===== src/rtl/sdac_pkg.sv =====
package sdac_pkg;

  typedef enum logic [1:0] {
    VERDICT_NONE   = 2'd0,
    VERDICT_ACCEPT = 2'd1,
    VERDICT_REJECT = 2'd2
  } verdict_e;

  // Saturating bit counter step: stops at cap.
  function automatic int unsigned sat_inc(input int unsigned c, input int unsigned cap);
    return (c >= cap) ? cap : c + 1;
  endfunction

  // Frame judgement on a select rising edge.
  function automatic verdict_e judge(input logic edge_seen, input int unsigned cnt,
                                     input int unsigned word_w);
    if (!edge_seen) return VERDICT_NONE;
    return (cnt == word_w) ? VERDICT_ACCEPT : VERDICT_REJECT;
  endfunction

endpackage


===== src/rtl/sdac_sync.sv =====
module sdac_sync #(
  parameter int              WIDTH   = 3,
  parameter int              STAGES  = 2,
  parameter logic [WIDTH-1:0] RST_VAL = '0
) (
  input  logic             clk,
  input  logic             rst_n,
  input  logic [WIDTH-1:0] d,
  output logic [WIDTH-1:0] q
);
  logic [WIDTH-1:0] stage [STAGES];

  for (genvar s = 0; s < STAGES; s++) begin : g_stage
    if (s == 0) begin : g_first
      always_ff @(posedge clk or negedge rst_n) begin
        if (!rst_n) stage[s] <= RST_VAL;
        else        stage[s] <= d;
      end
    end else begin : g_next
      always_ff @(posedge clk or negedge rst_n) begin
        if (!rst_n) stage[s] <= RST_VAL;
        else        stage[s] <= stage[s-1];
      end
    end
  end

  assign q = stage[STAGES-1];
endmodule


===== src/rtl/sdac_shift.sv =====
module sdac_shift
  import sdac_pkg::*;
#(
  parameter int WORD_W = 16,
  parameter int CNT_W  = $clog2(WORD_W + 2)
) (
  input  logic              clk,
  input  logic              rst_n,
  input  logic              cs_lvl,
  input  logic              cs_fall,
  input  logic              sclk_rise,
  input  logic              din,
  output logic [WORD_W-1:0] word,
  output logic [CNT_W-1:0]  bit_cnt
);
  localparam int unsigned CAP = WORD_W + 1;

  logic take_bit;
  logic frame_over;

  assign take_bit   = !cs_lvl && sclk_rise && !cs_fall;
  assign frame_over = (int'(bit_cnt) >= WORD_W);

  always_ff @(posedge clk or negedge rst_n) begin
    if (!rst_n) begin
      word    <= '0;
      bit_cnt <= '0;
    end else if (cs_fall) begin
      bit_cnt <= '0;
    end else if (take_bit) begin
      if (!frame_over) word <= {word[WORD_W-2:0], din};
      bit_cnt <= CNT_W'(sat_inc(int'(bit_cnt), CAP));
    end
  end

  // the counter saturates one past a full word
  assert_cnt_sat_R5: assert property (@(posedge clk) disable iff (!rst_n)
    int'(bit_cnt) <= WORD_W + 1);

  // no shifting once the word is full
  assert_no_shift_over_R5: assert property (@(posedge clk) disable iff (!rst_n)
    frame_over |=> $stable(word));

  // nothing shifts while select is high
  assert_idle_hold_R6: assert property (@(posedge clk) disable iff (!rst_n)
    cs_lvl |=> $stable(word));

  // a select fall restarts the count
  assert_fresh_count_R7: assert property (@(posedge clk) disable iff (!rst_n)
    cs_fall |=> (bit_cnt == '0));
endmodule


===== src/rtl/sdac_latch.sv =====
module sdac_latch
  import sdac_pkg::*;
#(
  parameter int WORD_W = 16,
  parameter int CNT_W  = $clog2(WORD_W + 2)
) (
  input  logic              clk,
  input  logic              rst_n,
  input  logic              cs_rise,
  input  logic [CNT_W-1:0]  bit_cnt,
  input  logic [WORD_W-1:0] word,
  output logic [WORD_W-1:0] code,
  output logic              update,
  output logic              err
);
  verdict_e verdict;

  assign verdict = judge(cs_rise, int'(bit_cnt), WORD_W);

  always_ff @(posedge clk or negedge rst_n) begin
    if (!rst_n) begin
      code   <= '0;
      update <= 1'b0;
      err    <= 1'b0;
    end else begin
      update <= (verdict == VERDICT_ACCEPT);
      err    <= (verdict == VERDICT_REJECT);
      if (verdict == VERDICT_ACCEPT) code <= word;
    end
  end

  // a full frame at select rise is accepted
  assert_accept_R2: assert property (@(posedge clk) disable iff (!rst_n)
    (cs_rise && int'(bit_cnt) == WORD_W) |=> (update && code == $past(word)));

  // the strobe lasts a single cycle
  assert_strobe_pulse_R3: assert property (@(posedge clk) disable iff (!rst_n)
    update |=> !update);

  // the latch moves only with the strobe
  assert_code_hold_R3: assert property (@(posedge clk) disable iff (!rst_n)
    !$stable(code) |-> update);

  // any other count is rejected
  assert_reject_R4: assert property (@(posedge clk) disable iff (!rst_n)
    (cs_rise && int'(bit_cnt) != WORD_W) |=> (err && !update));

  // an error and an update never coincide
  assert_excl_R4: assert property (@(posedge clk) disable iff (!rst_n)
    !(err && update));
endmodule


===== src/rtl/sdac_frontend.sv =====
module sdac_frontend
  import sdac_pkg::*;
#(
  parameter int WORD_W      = 16,
  parameter int SYNC_STAGES = 2,
  localparam int CNT_W      = $clog2(WORD_W + 2)
) (
  input  logic              clk,
  input  logic              rst_n,
  input  logic              cs_n_in,
  input  logic              sclk_in,
  input  logic              sdata_in,
  output logic [WORD_W-1:0] dac_code,
  output logic              dac_update,
  output logic              frame_err
);
  logic [2:0]        raw_in;
  logic [2:0]        sync_q;
  logic              cs_q, sclk_q, data_q;
  logic              cs_prev, sclk_prev;
  logic              cs_rise, cs_fall, sclk_rise;
  logic [WORD_W-1:0] shift_word;
  logic [CNT_W-1:0]  bit_cnt;

  assign raw_in = {cs_n_in, sclk_in, sdata_in};

  // Select idles high; clock and data idle low.
  sdac_sync #(.WIDTH(3), .STAGES(SYNC_STAGES), .RST_VAL(3'b100)) u_sync (
    .clk(clk), .rst_n(rst_n), .d(raw_in), .q(sync_q)
  );

  assign {cs_q, sclk_q, data_q} = sync_q;

  always_ff @(posedge clk or negedge rst_n) begin
    if (!rst_n) begin
      cs_prev   <= 1'b1;
      sclk_prev <= 1'b0;
    end else begin
      cs_prev   <= cs_q;
      sclk_prev <= sclk_q;
    end
  end

  assign cs_rise   = cs_q && !cs_prev;
  assign cs_fall   = !cs_q && cs_prev;
  assign sclk_rise = sclk_q && !sclk_prev;

  sdac_shift #(.WORD_W(WORD_W), .CNT_W(CNT_W)) u_shift (
    .clk(clk), .rst_n(rst_n), .cs_lvl(cs_q), .cs_fall(cs_fall),
    .sclk_rise(sclk_rise), .din(data_q), .word(shift_word), .bit_cnt(bit_cnt)
  );

  sdac_latch #(.WORD_W(WORD_W), .CNT_W(CNT_W)) u_latch (
    .clk(clk), .rst_n(rst_n), .cs_rise(cs_rise), .bit_cnt(bit_cnt),
    .word(shift_word), .code(dac_code), .update(dac_update), .err(frame_err)
  );

  // outputs stay quiet unless select has just risen
  assert_quiet_R6: assert property (@(posedge clk) disable iff (!rst_n)
    !cs_rise |=> (!dac_update && !frame_err));
endmodule


===== config.mk =====
export PLATFORM = sky130hd
export DESIGN_NAME = sdac_frontend
export DESIGN_NICKNAME = d
export VERILOG_FILES = /design/src/rtl/sdac_pkg.sv /design/src/rtl/sdac_sync.sv /design/src/rtl/sdac_shift.sv /design/src/rtl/sdac_latch.sv /design/src/rtl/sdac_frontend.sv
export SDC_FILE = /design/constraint.sdc
export NUM_CORES = 1
export LEC_CHECK = 0
export ABC_AREA = 1
export BUFFER_PORTS_ARGS = -buffer_cell sky130_fd_sc_hd__clkbuf_2
export CAP_MARGIN = 20
export CORE_AREA = 5 5 64 66
export CTS_CLUSTER_SIZE = 30
export DETAILED_ROUTE_END_ITERATION = 8
export DIE_AREA = 0 0 69 71
export PLACE_DENSITY = 0.71
export SETUP_SLACK_MARGIN = 0.2
export SYNTH_ARGS = -nofsm -noshare
export SYNTH_HDL_FRONTEND = slang
export SYNTH_SLANG_ARGS = --single-unit

===== constraint.sdc =====
create_clock -name clk -period 1.75 [get_ports clk]
set_input_delay 0.35 -clock clk [delete_from_list [all_inputs] [get_ports clk]]
set_output_delay 0.35 -clock clk [all_outputs]
set_load 0.02 [all_outputs]

==> results.sh <==
export IMPL_rsz0062_at_grt="false"
export IMPL_outcome="finished clean"
export IMPL_finalClockSkew_ns=0.00637
export IMPL_synth_warnings=0
export IMPL_die_h_um=71
export IMPL_die_width_um=69
export IMPL_max_vdd_ir_drop_uv=645
export IMPL_slew_headroom_pct=76.4
export IMPL_clockBufferDepth=2
export IMPL_power_frac_seq_pct=66.6
export IMPL_drive_gt1_share_pct=21.9
export IMPL_antenna_left=0
export IMPL_worstSetupStartpointType="flop"
export IMPL_clk_latency_ns=0.34
export IMPL_drt_iter0_drc=57
export IMPL_path_class="flop to flop"
export IMPL_post_synth_top_area_cell="dfrtp_1"
export IMPL_slew_viol_final=0
export IMPL_finalHoldViolCount=0
export IMPL_power_share_switching_pct=22.7
export IMPL_endpoint_kind="flop"
export IMPL_cts_tree="done"
export IMPL_htreeDepth=2
export IMPL_synth_most_common_cell="nand2_1"
export IMPL_placed_cell_area_um2=2020
export IMPL_p_comb_share_pct=5.2
export IMPL_fp_coreArea_um2=3520
export IMPL_netlist_area_leader_share_pct=59.3
export IMPL_arrival_ns=1.68
export IMPL_power_switching_w=0.000397
export IMPL_synth_common_cells="108 x nand2_1, 44 x dfrtp_1, 8 x inv_1"
export IMPL_floorplan_rows=22
export IMPL_async_flop_share_pct=100
export IMPL_setup_tns_ns=0
export IMPL_fin_area_um2=2120
export IMPL_p_clk_share_pct=28.1
export IMPL_final_nets=236
export IMPL_place_hpwl_um=2110
export IMPL_numPortBuffers=22
export IMPL_die_area_um2=4900
export IMPL_antenna_found_initial=0
export IMPL_syn_nets=203
export IMPL_crit_fanout=13
export IMPL_grt_pass1_wl_um=5370
export IMPL_firstDrtPassIters=4
export IMPL_period_share_pct=82.0
export IMPL_fin_hold_ws_ns=0.0788
export IMPL_vias=1277
export IMPL_power_density_nw_per_um2=825
export IMPL_seq_area_frac_synth_pct=63.6
export IMPL_p_int_w=0.00135
export IMPL_overflow=0
export IMPL_fmax_mhz=697
export IMPL_gp_congestion=0.781
export IMPL_cts_sinks=47
export IMPL_drt_total_wl_um=3020
export IMPL_ys_ff_latch=47
export IMPL_fin_ws_ns=0.315
export IMPL_drc=0
export IMPL_synth_distinct_cells=24
export IMPL_syn_area_um2=1860
export IMPL_grt_usage_pct=13.6
export IMPL_io_pins=23
export IMPL_leakage_nw=1.20
export IMPL_antenna_cells=0
export IMPL_worst_pin_slew_ns=0.354
export IMPL_initial_core_util_pct=52.7
export IMPL_wire_per_inst_um=10.9
export IMPL_synthFlopType="dfrtp_1"
export IMPL_maxCapViolations=0
export IMPL_finalSetupViolations=0
export IMPL_cts_buffers=5
export IMPL_synth_edf_count=0
export IMPL_dp_slack_ns=0.293
export IMPL_critPathRequiredTime_ns=2.00
export IMPL_min_period_ns=1.43
export IMPL_via_per_inst=4.63
export IMPL_holdCritPathClass="input pin to flop"
export IMPL_syn_inst=195
export IMPL_root_buffer="clkbuf_4"
export IMPL_postSynthAreaPerCell_um2=9.52
export IMPL_nFillCells=323
export IMPL_clk_pin_slew_ns=0.12
export IMPL_grt_start_max_net_pins=19
export IMPL_grt_pass1_vias=1175
export IMPL_synthTopCellsByArea="dfrtp_1 59%, nand2_1 22%, dfstp_2 4.2%, ha_1 2.0%, nand3_1 1.6%"
export IMPL_synthToLayoutAreaGrowth_pct=14.2
[critical path: stages (launching register included)]
cell      delay (ns)
dfrtp_1         0.45
inv_1           0.11
ha_1            0.17
nand2_2         0.06
clkinv_2        0.07
nand3_4         0.18
buf_4           0.20
nand2_1         0.05
nand2_1         0.05
[power by group through the flow]
stage / sequential, W / combinational, W / clock (W)
after floorplan: 0.00118 / 0.0000519 / 0
after global placement: 0.00119 / 0.0000895 / 0
after detailed placement: 0.00118 / 0.0000924 / 0
after CTS: 0.00116 / 0.0000943 / 0.000510
after global routing: 0.00117 / 0.000110 / 0.000550
final: 0.00116 / 0.0000912 / 0.000492
[per-layer routing]
metal  part of all wire, %  up-vias  track usage [%]
li1                      -      660                -
met1                    49      583             19.2
met2                    43       30             19.2
met3                   6.2        4             5.54
met4                   1.4        0             4.56
met5                     0        -                0
[layout make-up]
class	count	area, um^2	share of cell area, %
clock buffers	6	51.3	2.42
inverters	11	50.0	2.36
flip-flops and latches	47	1180	55.7
repair buffers	30	173	8.15
clock inverters	1	5.00	0.236
well taps	48	60.1	2.84
multi-input cells	133	599	28.3
[registers in the layout, indices dropped and copies added, names as in the netlist]
name,cells
u_shift.word,16
sclk_prev,1
u_sync.q,3
u_latch.update,1
u_shift.bit_cnt,5
cs_prev,1
u_sync.stage,3
u_latch.code,16
u_latch.err,1
[per-stage QoR]
step,util (%),instances,total power [W]
finish,60.1,276,0.00175
global route,60.1,276,0.00183
CTS,59.1,272,0.00177
detailed placement,57.2,264,0.00128
global placement,57.2,264,0.00127
floorplan,-,195,0.00123
[cell families after synthesis]
family	after synthesis	synth area share, %
AO/OA/AOI/OAI	5	1.48
XOR/XNOR	1	0.472
adder cells (fa/ha/maj)	3	2.02
buffers and inverters	15	4.11
flip-flops	47	63.6
AND/OR/NAND/NOR	124	28.3
[layout by cell type (no fill, tap or decap), types with 2 or more instances in the layout]
master	Yosys	layout
buf_4	2	7
clkbuf_2	0	22
clkbuf_4	0	5
clkinv_2	1	2
dfrtp_1	44	44
dfstp_2	3	3
ha_1	3	3
inv_1	8	8
nand2_1	108	108
nand2_2	2	2
nand3_1	6	6
nor2_2	2	2
o21ai_0	3	3
[path summary, 6_finish.rpt]
| path | from | end | slack [ns] | depth (start not counted) |
|---|---|---|---|---|
| max in group asynchronous | rst_n | u_shift.word[0] | 0.77 | 3 |
| setup / recovery | u_shift.bit_cnt[0] | u_latch.code[11] | 0.32 | 8 |
| hold / removal | cs_n_in | u_sync.stage[5] | 0.08 | 1 |
| hold reg to reg | u_sync.stage[3] | u_sync.q[0] | 0.36 | 0 |
| setup reg to reg | u_shift.bit_cnt[0] | u_latch.code[11] | 0.32 | 8 |
| min in group asynchronous | rst_n | u_shift.bit_cnt[2] | 0.44 | 2 |
[timing repair]
action	CTS	global route
resized for setup	0	2
hold endpoints to repair	10	0
buffers inserted	0	4
endpoints found under the setup margin	0	16
hold buffers	1	0
Note: power is estimated with default switching activity, not from simulation.
